### src/rtl/mer_pkg.sv
`timescale 1ns/1ps
package mer_pkg;
  localparam int NUM_EV    = 6;
  localparam int NUM_LINES = 4;

  localparam int EV_UC_WR     = 0;
  localparam int EV_UC_RD     = 1;
  localparam int EV_UC_SCRUB  = 2;
  localparam int EV_COR_RD    = 3;
  localparam int EV_THRESH    = 4;
  localparam int EV_TEST_DONE = 5;

  typedef logic [NUM_EV-1:0] ev_vec_t;

  // Locally fatal events: the three uncorrectable ones.
  localparam ev_vec_t FATAL_SET = ev_vec_t'(6'b000111);
endpackage

### src/rtl/mer_err_counter.sv
`timescale 1ns/1ps
module mer_err_counter #(
  parameter int CNT_W = 8
) (
  input  logic             clk,
  input  logic             rst,
  input  logic             inc_i,
  input  logic             clr_i,
  input  logic [CNT_W-1:0] limit_i,
  output logic [CNT_W-1:0] cnt_o,
  output logic             fire_o
);
  localparam logic [CNT_W-1:0] CNT_MAX = {CNT_W{1'b1}};

  logic [CNT_W-1:0] cnt_q;
  logic             fired_q;
  logic             fire_q;
  logic             over_w;

  assign over_w = (cnt_q > limit_i);

  always_ff @(posedge clk) begin
    if (rst) begin
      cnt_q   <= '0;
      fired_q <= 1'b0;
      fire_q  <= 1'b0;
    end else if (clr_i) begin
      cnt_q   <= '0;
      fired_q <= 1'b0;
      fire_q  <= 1'b0;
    end else begin
      if (inc_i && (cnt_q != CNT_MAX)) begin
        cnt_q <= cnt_q + 1'b1;
      end
      fire_q <= over_w && !fired_q;
      if (over_w) begin
        fired_q <= 1'b1;
      end
    end
  end

  assign cnt_o  = cnt_q;
  assign fire_o = fire_q;

  AST_CNT_SAT: assert property (@(posedge clk) disable iff (rst) (cnt_q == CNT_MAX && !clr_i) |=> (cnt_q == CNT_MAX));
  AST_CNT_STEP: assert property (@(posedge clk) disable iff (rst) !clr_i |=> (cnt_q == $past(cnt_q) || cnt_q == CNT_W'($past(cnt_q) + 1'b1)));
  AST_FIRE_ONCE: assert property (@(posedge clk) disable iff (rst) fire_q |=> !fire_q);
endmodule

### src/rtl/mer_sticky.sv
`timescale 1ns/1ps
module mer_sticky #(
  parameter int N = 6
) (
  input  logic         clk,
  input  logic         rst,
  input  logic [N-1:0] set_i,
  input  logic [N-1:0] clr_i,
  output logic [N-1:0] sts_o
);
  logic [N-1:0] sts_q;

  always_ff @(posedge clk) begin
    if (rst) begin
      sts_q <= '0;
    end else begin
      sts_q <= set_i | (sts_q & ~clr_i);
    end
  end

  assign sts_o = sts_q;

  for (genvar i = 0; i < N; i++) begin : g_chk
    AST_EVT_WINS: assert property (@(posedge clk) disable iff (rst) set_i[i] |=> sts_q[i]);
    AST_STICKY_HOLD: assert property (@(posedge clk) disable iff (rst) (sts_q[i] && !clr_i[i]) |=> sts_q[i]);
    AST_W1C_CLEAR: assert property (@(posedge clk) disable iff (rst) (clr_i[i] && !set_i[i]) |=> !sts_q[i]);
  end
endmodule

### src/rtl/mer_line.sv
`timescale 1ns/1ps
module mer_line #(
  parameter int N = 6
) (
  input  logic         clk,
  input  logic         rst,
  input  logic [N-1:0] sts_i,
  input  logic [N-1:0] mask_i,
  output logic         line_o
);
  logic line_q;

  always_ff @(posedge clk) begin
    if (rst) begin
      line_q <= 1'b0;
    end else begin
      line_q <= |(sts_i & mask_i);
    end
  end

  assign line_o = line_q;

  AST_LINE_QUIET: assert property (@(posedge clk) disable iff (rst) ((sts_i & mask_i) == '0) |=> !line_o);
endmodule

### src/rtl/mem_err_router.sv
`timescale 1ns/1ps
module mem_err_router
  import mer_pkg::*;
#(
  parameter int CNT_W = 8
) (
  input  logic              clk,
  input  logic              rst,
  input  logic              ev_uc_wr,
  input  logic              ev_uc_rd,
  input  logic              ev_uc_scrub,
  input  logic              ev_cor_rd,
  input  logic              ev_test_done,
  input  logic [NUM_EV-1:0] route_acpi,
  input  logic [NUM_EV-1:0] route_mgmt,
  input  logic [NUM_EV-1:0] route_syserr,
  input  logic [NUM_EV-1:0] route_mcheck,
  input  logic [CNT_W-1:0]  cnt_limit,
  input  logic [NUM_EV-1:0] sts_clr,
  input  logic              cnt_clr,
  output logic              ntf_acpi,
  output logic              ntf_mgmt,
  output logic              ntf_syserr,
  output logic              ntf_mcheck,
  output logic [NUM_EV-1:0] sts,
  output logic [CNT_W-1:0]  cnt,
  output logic              gerr_nonfatal,
  output logic              loc_fatal
);
  ev_vec_t              ev_set;
  ev_vec_t              sts_w;
  ev_vec_t              masks [NUM_LINES];
  logic [NUM_LINES-1:0] lines_w;
  logic                 thr_fire;
  logic                 cnt_inc;
  logic                 gerr_q;
  logic                 fatal_q;

  // Single- and double-bit error sources feed the counter.
  assign cnt_inc = ev_uc_rd | ev_uc_scrub | ev_cor_rd;

  mer_err_counter #(.CNT_W(CNT_W)) u_cnt (
    .clk     (clk),
    .rst     (rst),
    .inc_i   (cnt_inc),
    .clr_i   (cnt_clr),
    .limit_i (cnt_limit),
    .cnt_o   (cnt),
    .fire_o  (thr_fire)
  );

  always_comb begin
    ev_set               = '0;
    ev_set[EV_UC_WR]     = ev_uc_wr;
    ev_set[EV_UC_RD]     = ev_uc_rd;
    ev_set[EV_UC_SCRUB]  = ev_uc_scrub;
    ev_set[EV_COR_RD]    = ev_cor_rd;
    ev_set[EV_THRESH]    = thr_fire;
    ev_set[EV_TEST_DONE] = ev_test_done;
  end

  mer_sticky #(.N(NUM_EV)) u_sts (
    .clk   (clk),
    .rst   (rst),
    .set_i (ev_set),
    .clr_i (sts_clr),
    .sts_o (sts_w)
  );

  assign masks[0] = route_acpi;
  assign masks[1] = route_mgmt;
  assign masks[2] = route_syserr;
  assign masks[3] = route_mcheck;

  for (genvar l = 0; l < NUM_LINES; l++) begin : g_line
    mer_line #(.N(NUM_EV)) u_line (
      .clk    (clk),
      .rst    (rst),
      .sts_i  (sts_w),
      .mask_i (masks[l]),
      .line_o (lines_w[l])
    );
  end

  always_ff @(posedge clk) begin
    if (rst) begin
      gerr_q  <= 1'b0;
      fatal_q <= 1'b0;
    end else begin
      gerr_q  <= |sts_w;
      fatal_q <= |(sts_w & FATAL_SET);
    end
  end

  assign ntf_acpi      = lines_w[0];
  assign ntf_mgmt      = lines_w[1];
  assign ntf_syserr    = lines_w[2];
  assign ntf_mcheck    = lines_w[3];
  assign sts           = sts_w;
  assign gerr_nonfatal = gerr_q;
  assign loc_fatal     = fatal_q;

  AST_FATAL_IN_GLOBAL: assert property (@(posedge clk) disable iff (rst) loc_fatal |-> gerr_nonfatal);
  AST_RESET_QUIET: assert property (@(posedge clk) rst |=> (lines_w == '0 && sts_w == '0));
endmodule

### config.mk
export PLATFORM = sky130hd
export DESIGN_NAME = mem_err_router
export DESIGN_NICKNAME = d
export VERILOG_FILES = /design/src/rtl/mer_pkg.sv /design/src/rtl/mer_err_counter.sv /design/src/rtl/mer_sticky.sv /design/src/rtl/mer_line.sv /design/src/rtl/mem_err_router.sv
export SDC_FILE = /design/constraint.sdc
export NUM_CORES = 1
export LEC_CHECK = 0
export ABC_AREA = 1
export BUFFER_PORTS_ARGS = -buffer_cell sky130_fd_sc_hd__buf_2
export CAP_MARGIN = 20
export CORE_UTILIZATION = 47
export CTS_BUF_LIST = sky130_fd_sc_hd__clkbuf_8 sky130_fd_sc_hd__clkbuf_16
export CTS_CLUSTER_DIAMETER = 120
export DETAILED_ROUTE_END_ITERATION = 16
export PLACE_DENSITY_LB_ADDON = 0.1
export SETUP_SLACK_MARGIN = 0.05
export SLEW_MARGIN = 20
export SYNTH_ARGS = -nofsm -noshare
export SYNTH_HDL_FRONTEND = slang
export SYNTH_SLANG_ARGS = --single-unit
### constraint.sdc
create_clock -name clk -period 3.64 [get_ports clk]
set_input_delay 0.364 -clock clk [delete_from_list [all_inputs] [get_ports clk]]
set_output_delay 0.364 -clock clk [all_outputs]
set_load 0.05 [all_outputs]
After elaboration in Yosys (flattened, before gate mapping)
Cells that the tools add are included.

word-level totals
  flip-flop bits (word level) = 22
  input port bits = 46
  output and inout port bits = 20
  logic and storage cells = 32

operators by class
  add/sub/neg operators = 1
  order comparisons = 1
  equal/unequal tests = 1
  bitwise operators = 9
  reduce and logical (&&, ||, !) cells = 10

operator list
  cell                                                            count
  6-bit bitwise AND                                               5
  6-bit OR reduction                                              5
  8-bit by 1-bit adder with 8-bit output (second input constant)  1
  8-bit greater-than comparator                                   1
  8-bit inequality test (second input constant)                   1
  6-bit inverter                                                  1
  6-bit bitwise OR                                                1
  3-bit OR reduction                                              1
  1-bit logical AND                                               2
  1-bit bitwise OR                                                2
  2-bit OR reduction                                              1
  1-bit logical NOT                                               1

Depth between registers and ports, before layout
Gate-level depths: netlist (run 1).

  word-level depth = 3
  gate-level depth with buffers = 11
  depth with buffers taken out = 11

Cells and area by module
From an unflattened synthesis (run 1), not the netlist that was laid out.

second synthesis, totals
  cells, all modules = 201
  area total of the unflattened synthesis = 1,275.0 sq um

modules (own cells, without submodules)
  module           instances  cells an instance  area each (sq um)  seq. area each (sq um)
  mer_err_counter  1          103                699.4              200.2
  mer_line         4          13                 66.3               20.0
  mer_sticky       1          30                 217.7              120.1
  mem_err_router   1          16                 92.6               40.0

Worst setup path after synthesis (run 1)
Ideal clock, no wire load.

  path kind = register -> register
  from = reg u_cnt.cnt_q[1], in the netlist u_cnt.cnt_o[1]
  to = reg u_cnt.cnt_q[3], in the netlist u_cnt.cnt_o[3]
  setup time = 0.066 ns
  arrival = 1.622 ns
  data required time = 3.574 ns
  setup slack = 1.952 ns
  cell stages (with the launch flop) = 10
  buffers on the path = 0
  period minus slack after synthesis = 1.688 ns
  path through = dfxtp_1 > ha_1 > nand3_2 > nor2_4 > nand2_4 > nand2_8 > inv_4 > nand2_2 > nand2_2 > a21oi_2

between the ends
  cells in the longest elaborated chain, start to end = 2
  elaborated cells on any way between the ends = 3
  classes of those cells = add/sub (1); eq/ne (1); reduce/logical (1)

ends and longest elaborated chain
  what                                                                                            line                   text
  from (decl)                                                                                     mer_err_counter.sv:15  logic [CNT_W-1:0] cnt_q;
  from (signal assigned)                                                                          mer_err_counter.sv:33  cnt_q <= cnt_q + 1'b1;
  parallel branches: the longest is 2 deep, another holds 8-bit by 1-bit adder with 8-bit output  n/a

Parallel ways; which one is timed is not known.
A chain may end at the register's enable or synchronous reset.

Worst setup path in the final report (run 1)
Same ends and word-level chain as after synthesis.

==> results of run 1 <==
[final timing paths]
kind	from	end	slack [ps]	cells past startpoint
worst max-delay path	u_cnt.cnt_o[1]$_SDFFE_PP0P_	u_cnt.cnt_o[3]$_SDFFE_PP0P_	2220	9
worst min-delay path	ev_uc_wr	u_sts.sts_o[0]$_SDFF_PP0_	330	3
worst max register to register	u_cnt.cnt_o[1]$_SDFFE_PP0P_	u_cnt.cnt_o[3]$_SDFFE_PP0P_	2220	9
worst min register to register	u_cnt.fired_q$_SDFFE_PP0N_	u_cnt.fired_q$_SDFFE_PP0N_	460	2
[routing by layer]
layer  vias up  global-route usage  part of all wire
li1        665                   -                 -
met1       572              0.2810              0.47
met2        22              0.3481              0.50
met3         2             0.02899             0.027
met4         0             0.05263            0.0029
met5         -                   0                 0
[layout by cell type (no fill, tap or decap), drive strengths merged, types with 2 or more instances in the layout]
cell type / synthesis / final
nand3: 2 / 2
inv: 24 / 24
a21oi: 9 / 9
nor2: 38 / 38
nand2: 38 / 38
buf: 1 / 65
a31oi: 5 / 5
xor2: 2 / 2
clkbuf: 0 / 3
dfxtp: 22 / 22
o21ai: 2 / 2
ha: 9 / 9
a22o: 8 / 8
[power groups by stage]
stage                     Sequential, µW  Combinational (µW)  Clock [µW]
after detailed placement             267                 117           0
after CTS                            261                 118         153
after global placement               266                 115           0
after global routing                 262                 129         165
after floorplan                      304                36.8           0
final                                261                 117         146
[cell families (layout without fill, tap and decap cells)]
| group | after synthesis | count (layout) | synth area share |
|---|---|---|---|
| AND/OR/NAND/NOR | 82 | 82 | 0.3044 |
| AO/OA/AOI/OAI | 25 | 25 | 0.1383 |
| buffers and inverters | 25 | 92 | 0.07946 |
| flip-flops | 22 | 22 | 0.3633 |
| adder cells (fa/ha/maj) | 9 | 9 | 0.09288 |
| XOR/XNOR | 3 | 3 | 0.02168 |
[flip-flops by register name, indices dropped and copies added (netlist names)]
register              cells
u_cnt.cnt_o               8
u_cnt.fired_q             1
g_line.u_line.line_o      4
u_cnt.fire_o              1
loc_fatal                 1
u_sts.sts_o               6
gerr_nonfatal             1
[worst reg2reg max path, stage by stage, from the launching register on]
cell and delay [ps]:
dfxtp_1 400, ha_1 220, nand3_2 140, nor2_4 150, nand2_4 90, nand2_8 100
inv_4 60, nand2_2 50, nand2_2 40, a21oi_2 100
[per-stage QoR]
stage               instance area [µm²]  cells    util
finish                             1613    263  0.6570
global route                       1613    263  0.6570
CTS                                1613    263  0.6570
detailed placement                 1572    260  0.6402
global placement                   1572    260  0.6402
floorplan                          1212    166       -
[area by class of cell]
class	count	area [µm²]	share of cell area
multi-input combinational	119	675.6	0.4189
inverter	24	92.59	0.05741
clock buffer	3	41.29	0.02560
sequential	22	440.4	0.2731
timing repair buffer	65	325.3	0.2017
tap	30	37.54	0.02327
==> results_dict.tcl, run 1 <==
set metrics [dict create \
    post-route-min-period_ps 1416 \
    outcome "finished, final reports clean" \
    clock-skew-final_ps 2.486 \
    slowest_delay_ps 400 \
    yosys.area.top_type "dfxtp_1" \
    drt_iter0_markers 17 \
    holdWs_ps 326.8 \
    cp_max_fo 10 \
    crit_slowest_cell "dfxtp_1" \
    numPortBuffers 65 \
    antenna_found_initial 0 \
    power_leakage_uw 0.0008739 \
    finalNetCount 290 \
    peakVddDrop_mv 0.2488 \
    syn-cell-area_um2 1212 \
    n_antenna_cell 0 \
    switchingPower_uw 155.8 \
    netlist_top_cells_count "nand2_1, nor2_1, inv_1, dfxtp_1, ha_1" \
    cts_tree "yes" \
    fin_crit_sh 0.3889 \
    crit_path_end_kind "flop" \
    worst_pin_slew_ps 522.2 \
    powerDensity_nw_per_um2 324.8 \
    grt_overflow 0 \
    syn-num-nets 221 \
    cts_hold_buffers 0 \
    start_kind "flop" \
    cts-htree-levels 1 \
    post_cts.repair.setup_buffers 0 \
    cts.reportedPaths.clkPinSlew_ps 80 \
    wirelength_um 2798 \
    cp_num_buf_inv 1 \
    drv_slew 0 \
    p_int_uw 368.0 \
    finalPower_uw 523.8 \
    die_h_um 52.79 \
    synthCells 166 \
    hold_class "in2reg" \
    cts_resized 0 \
    cts_num_sinks 22 \
    ys_ff_latch 22 \
    grt_max_degree 14 \
    slew_headroom 0.6506 \
    critPathTopFamily "simple AND/OR/NAND/NOR gates" \
    dr.pass1.iters 4 \
    clock_latency_ps 250 \
    ys.flop_type "dfxtp_1" \
    io_pins 66 \
    synth_top_area_share 0.3633 \
    ant_nets 0 \
    drcViolationCount 0 \
    synth_warnings 0 \
    start_util 0.4939 \
    fillers 227 \
    grt_pass1_wl_um 4298 \
    timing.fmax_ghz 0.7063 \
    synthToLayoutAreaGrowth_pct 33.02 \
    hpwlAfterDp_um 2271 \
    synth_edf_count 0 \
    swShare 0.2974 \
    vias 1261 \
    row_count 18 \
    wl_per_cell_um 10.64 \
    cap_violations 0 \
    via_per_inst 4.795 \
    clk_path_buf_depth 2 \
    synthArstFlopShare 0 \
    ys_types 27 \
    fp.dieW_um 52.79 \
    ys_seq_area_frac 0.3633 \
    crit_top_cell "nand2_2" \
    grt_pass1_vias 1007 \
    hold_viol 0 \
    synth_area_leaders "dfxtp_1, nand2_1, nor2_1" \
    layout_setup_ws_ps 2224 \
    cp_cell_sequence "ha_1 -> nand3_2 -> nor2_4 -> nand2_4 -> nand2_8 -> inv_4 -> nand2_2 -> nand2_2 -> a21oi_2" \
    cts_buffers 3 \
    critical_path_class "reg2reg" \
    setup_viol 0 \
    share_seq_of_total_power 0.498 \
    crit_required_ps 3830 \
    worstPathArrival_ps 1610 \
    grt_usage 0.2094 \
    clkPwrFrac 0.279 \
    dp_slack_ps 2228 \
    cts_root_buf "clkbuf_8" \
    coreArea_um2 2455 \
    power_frac_comb 0.223 \
    tns_ps 0 \
    die_area_um2 2787 \
    avgSynthCellArea_um2 7.304 \
    rsz0062_at_grt "false" \
    globalplace.congestion 0.7898 \
    drive_above_1_share 0.3433 \
]
Note: power is estimated with default switching activity, not from simulation.
==> run 2, diff against run 1 <==
Settings changed: CORE_UTILIZATION 47 to 44.
Clock period 3.64 ns to 1.45 ns, I/O delays scaled along.
==> run 2 against run 1 <==
Net effect: clock skew hardly changed; critical endpoint is now u_cnt.cnt_o[2]$_SDFFE_PP0P_; sequential share of layout area up 0.10 points; worst setup slack worse by 2100 ps; flip-flop and latch count did not move.
==> results_dict.tcl, run 2 (synthesis results as in run 1) <==
set metrics [dict create \
    wirelength_met1_um 1320 \
    hold_end "u_sts.sts_o[0]$_SDFF_PP0_" \
    die_area_um2 2969 \
    slew_headroom 0.8207 \
    grt_overflow 0 \
    cts.reportedPaths.clkPinSlew_ps 70 \
    cp_max_fo 10 \
    power_frac_comb 0.218 \
    dr.pass1.iters 4 \
    cts_buffers 3 \
    largest_register_ffs 8 \
    wl_met3_um 129 \
    final_cell_mix "buf_2, nor2_1, nand2_1" \
    start_util 0.4764 \
    cts_num_sinks 22 \
    powerDensity_nw_per_um2 825.5 \
    globalplace.congestion 0.7693 \
    power_leakage_uw 0.0008886 \
    start_kind "flop" \
    drive_above_1_share 0.3872 \
    layout_commonest_cell "buf_2" \
    swShare 0.2841 \
    worstRegToRegCells 7 \
    synthToLayoutAreaGrowth_pct 37.05 \
    finalNetCount 291 \
    worst_pin_slew_ps 268.6 \
    setup_viol 0 \
    hold_viol 0 \
    fin_crit_sh 0.9004 \
    clock-skew-final_ps 2.266 \
    via_per_inst 4.815 \
    clk_path_buf_depth 2 \
    n_antenna_cell 0 \
    switchingPower_uw 389.6 \
    dp_slack_ps 98.92 \
    grt_usage 0.2100 \
    r2r_start "u_cnt.cnt_o[1]$_SDFFE_PP0P_" \
    tns_ps 0 \
    drt_iter0_markers 26 \
    antenna_found_initial 0 \
    wl_per_cell_um 10.98 \
    r2r_setup_slack_ps 140 \
    cts-htree-levels 1 \
    hold_class "in2reg" \
    rr_endpoint "u_cnt.cnt_o[2]$_SDFFE_PP0P_" \
    finalPower_uw 1372 \
    coreArea_um2 2545 \
    cts_tree "yes" \
    p_int_uw 981.9 \
    hpwlAfterDp_um 2395 \
    clock_latency_ps 250 \
    worstHoldStart "ev_uc_wr" \
    layout_setup_ws_ps 144.4 \
    drcViolationCount 0 \
    post-route-min-period_ps 1306 \
    cts_root_buf "clkbuf_8" \
    crit_required_ps 1620 \
    cap_violations 0 \
    clkPwrFrac 0.305 \
    timing.fmax_ghz 0.7659 \
    fp.dieW_um 54.49 \
    top_layer "met4" \
    worstPathArrival_ps 1480 \
    min_path_cells 3 \
    numPortBuffers 65 \
    met2WireLength_um 1450 \
    grt_pass1_wl_um 4457 \
    share_seq_of_total_power 0.478 \
    outcome "finished, final reports clean" \
    critical_path_class "reg2reg" \
    wirelength_um 2910 \
    row_count 18 \
    io_pins 66 \
    grt_pass1_vias 1040 \
    vias 1276 \
    crit_path_end_kind "flop" \
    grt_max_degree 14 \
    cts_hold_buffers 0 \
    peakVddDrop_mv 0.9777 \
    die_h_um 54.49 \
    drv_slew 0 \
    rsz0062_at_grt "false" \
    ant_nets 0 \
]
==> run 2: worst max path at each step <==
stage	to	startpoint	slack [ps]
floorplan	u_cnt.cnt_o[3]$_SDFFE_PP0P_	u_cnt.cnt_o[0]$_SDFFE_PP0P_	70
global placement	u_cnt.cnt_o[3]$_SDFFE_PP0P_	u_cnt.cnt_o[0]$_SDFFE_PP0P_	130
detailed placement	u_cnt.cnt_o[3]$_SDFFE_PP0P_	u_cnt.cnt_o[0]$_SDFFE_PP0P_	100
CTS	u_cnt.cnt_o[3]$_SDFFE_PP0P_	u_cnt.cnt_o[0]$_SDFFE_PP0P_	80
global route	u_cnt.fired_q$_SDFFE_PP0N_	u_cnt.cnt_o[3]$_SDFFE_PP0P_	50
finish	u_cnt.cnt_o[2]$_SDFFE_PP0P_	u_cnt.cnt_o[1]$_SDFFE_PP0P_	140
==> run 2: critical path, stage by stage (launching register included) <==
cell     delay (ps)
dfxtp_4         380
ha_4            140
nand3_2         110
nor2_4          160
nand2_4          80
nand2_8         100
nand2_1          70
a21oi_1         180
==> run 2: routing by layer <==
layer / vias to the layer above / track usage
met5: - / 0
met4: 0 / 0.04274
met3: 2 / 0.06389
met2: 34 / 0.3313
met1: 572 / 0.2805
li1: 668 / -
==> run 2: power groups by stage <==
stage                     Clock (µW)  Sequential (µW)  Combinational, µW
after floorplan                    0              761               92.4
after detailed placement           0              667                298
after CTS                        434              652                299
after global routing             463              659                331
final                            418              655                298
after global placement             0              665                292
==> run 2: area by class of cell <==
| cell class | count | area [µm²] |
|---|---|---|
| clock buffer | 4 | 55.05 |
| fill | 244 | 883.3 |
| inverter | 24 | 92.59 |
| multi-input combinational | 119 | 688.2 |
| sequential | 22 | 455.4 |
| tap | 30 | 37.54 |
| timing repair buffer | 66 | 332.8 |
==> run 2: timing repair <==
action	4_1_cts	5_1_grt
endpoints found under the setup margin	0	3
buffers inserted	0	0
resized for setup	0	2
==> run 2: stage by stage <==
step                area [µm²]  hold WS (ps)    util  instances
detailed placement        1594         358.3  0.6264        261
finish                    1662         94.42  0.6529        265
global placement          1594         349.9  0.6264        261
CTS                       1649         88.13  0.6480        265
global route              1662         108.6  0.6529        265
floorplan                 1227         214.4       -        166
==> run 3, diff against run 2 <==
--- a/config.mk
+++ b/config.mk
@@ -12,4 +12,5 @@
 export CTS_BUF_LIST = sky130_fd_sc_hd__clkbuf_8 sky130_fd_sc_hd__clkbuf_16
 export CTS_CLUSTER_DIAMETER = 120
+export CTS_CLUSTER_SIZE = 16
 export DETAILED_ROUTE_END_ITERATION = 16
 export PLACE_DENSITY_LB_ADDON = 0.1
==> constraint.sdc (replaced) <==
create_clock -name clk -period 1.45 [get_ports clk]
set_input_delay 0.145 -clock clk [delete_from_list [all_inputs] [get_ports clk]]
set_output_delay 0.145 -clock clk [all_outputs]
set_load 0.02 [all_outputs]
==> run 3 against run 2 <==
Net effect: final cell count unchanged; die area unchanged; sequential power about the same; clock skew decreased by 1.4 ps; worst hold slack better by 2.8 ps; first-iteration DRC count rose by 7.7%; critical endpoint is now u_cnt.cnt_o[3]$_SDFFE_PP0P_; largest power group unchanged; highest routed layer unchanged.
==> results_dict.tcl, run 3 (synthesis results as in run 1) <==
set metrics [dict create \
    vias 1241 \
    multi_input_area_um2 675.6 \
    slew_headroom 0.8218 \
    drv_slew 0 \
    power_leakage_uw 0.0008863 \
    crit_slowest_cell "dfxtp_2" \
    worstSetupStartpoint "u_cnt.cnt_o[0]$_SDFFE_PP0P_" \
    cts_num_sinks 22 \
    via_per_inst 4.683 \
    crit_path_end "u_cnt.cnt_o[3]$_SDFFE_PP0P_" \
    cts.reportedPaths.clkPinSlew_ps 80 \
    die_area_um2 2969 \
    worst_pin_slew_ps 267.0 \
    cap_violations 0 \
    final_cell_mix "buf_2, nor2_1, nand2_1" \
    grt_usage 0.2005 \
    clock_latency_ps 250 \
    cts_root_buf "clkbuf_8" \
    die_h_um 54.49 \
    fillers 232 \
    ant_nets 0 \
    grt_overflow 0 \
    globalplace.congestion 0.7598 \
    r2r_setup_slack_ps 120 \
    row_count 18 \
    drive_above_1_share 0.3660 \
    io_pins 66 \
    critical_path_depth 7 \
    clk_path_buf_depth 2 \
    rr_endpoint "u_cnt.cnt_o[3]$_SDFFE_PP0P_" \
    powerDensity_nw_per_um2 771.0 \
    slowest_delay_ps 340 \
    coreArea_um2 2545 \
    cp_num_buf_inv 0 \
    finalPower_uw 1259 \
    timing.fmax_ghz 0.7492 \
    r2r_start "u_cnt.cnt_o[0]$_SDFFE_PP0P_" \
    worstRegToRegCells 7 \
    regArea_um2 445.4 \
    grt_max_degree 14 \
    largest_register_ffs 8 \
    worstPathArrival_ps 1530 \
    post_cts.repair.setup_buffers 0 \
    antenna_found_initial 0 \
    grt_pass1_vias 1001 \
    crit_required_ps 1640 \
    wirelength_um 2828 \
    clock-skew-final_ps 0.8792 \
    grt_pass1_wl_um 4236 \
    fin_crit_sh 0.9206 \
    synthToLayoutAreaGrowth_pct 34.68 \
    drcViolationCount 0 \
    crit_path_end_kind "flop" \
    start_kind "flop" \
    hold_class "in2reg" \
    cp_max_fo 10 \
    critical_path_class "reg2reg" \
    cp_cell_sequence "ha_1 -> nand3_2 -> nor2_4 -> nand2_4 -> nand2_8 -> or2_2 -> a21oi_2" \
    cts_buffers 3 \
    post-route-min-period_ps 1335 \
    finalNetCount 292 \
    n_antenna_cell 0 \
    outcome "finished, final reports clean" \
    drt_iter0_markers 28 \
    cts-htree-levels 1 \
    peakVddDrop_mv 0.6489 \
    start_util 0.4764 \
    layout_commonest_cell "buf_2" \
    rsz0062_at_grt "false" \
    dr.pass1.iters 4 \
    cts_tree "yes" \
    fp.dieW_um 54.49 \
    setup_viol 0 \
    hpwlAfterDp_um 2294 \
    numPortBuffers 65 \
    critPathTopFamily "simple AND/OR/NAND/NOR gates" \
    tns_ps 0 \
    hold_viol 0 \
    wl_per_cell_um 10.67 \
]
==> run 3: cell types whose count changed in the layout (fill, tap and decap cells not counted), sizes merged <==
cell,before,now
buf,66,67
clkbuf,4,3
==> run 3: worst min path at each step <==
stage,from,slack [ps],depth (start not counted),end
3_3_place_gp,ev_test_done,350,3,u_sts.sts_o[5]$_SDFF_PP0_
2_1_floorplan,rst,210,1,g_line[2].u_line.line_o$_SDFF_PP0_
3_5_place_dp,ev_uc_wr,360,3,u_sts.sts_o[0]$_SDFF_PP0_
6_report,ev_uc_wr,100,3,u_sts.sts_o[0]$_SDFF_PP0_
5_1_grt,ev_uc_wr,110,3,u_sts.sts_o[0]$_SDFF_PP0_
4_1_cts,ev_uc_wr,100,3,u_sts.sts_o[0]$_SDFF_PP0_
==> run 3: where the power goes <==
group / switching (µW) / internal [µW]
combinational: 124 / 110
sequential: 24.0 / 632
clock: 184 / 185
==> run 3: layout make-up <==
cell class	count	area share
Timing Repair Buffer	67	0.2084
Inverter	24	0.05670
Sequential cell	22	0.2728
Tap cell	30	0.02299
Clock buffer	3	0.02529
Multi-Input combinational cell	119	0.4138
==> run 3: worst reg2reg max path, cell delays in order (launching register included) <==
cell	delay, ps
dfxtp_2	340
ha_1	230
nand3_2	110
nor2_4	50
nand2_4	80
nand2_8	80
or2_2	290
a21oi_2	100
==> run 3: per-layer routing <==
layer  GRT usage  up-vias  routed length (µm)
met1      0.2641      545                1347
met4     0.07692        0                  26
met2      0.3293       24                1376
met5           0        -                   0
li1            -      668                   -
met3     0.02500        4                  78
==> run 3: stage by stage <==
| stage | hold WS (ps) | area [µm²] | setup slack, ps | std cells | utilization |
|---|---|---|---|---|---|
| CTS | 100.5 | 1629 | 91.71 | 265 | 0.6401 |
| floorplan | 214.4 | 1214 | 52.86 | 166 | - |
| global route | 106.2 | 1633 | 52.37 | 265 | 0.6416 |
| global placement | 351.7 | 1588 | 143.3 | 262 | 0.6239 |
| detailed placement | 364.7 | 1588 | 114.6 | 262 | 0.6239 |
| finish | 97.26 | 1633 | 115.2 | 265 | 0.6416 |
==> run 3: what timing repair did <==
| action | in CTS | in global routing |
|---|---|---|
| hold buffers | 0 | 0 |
| endpoints found under the setup margin | 0 | 9 |
| gates resized for setup | 0 | 3 |
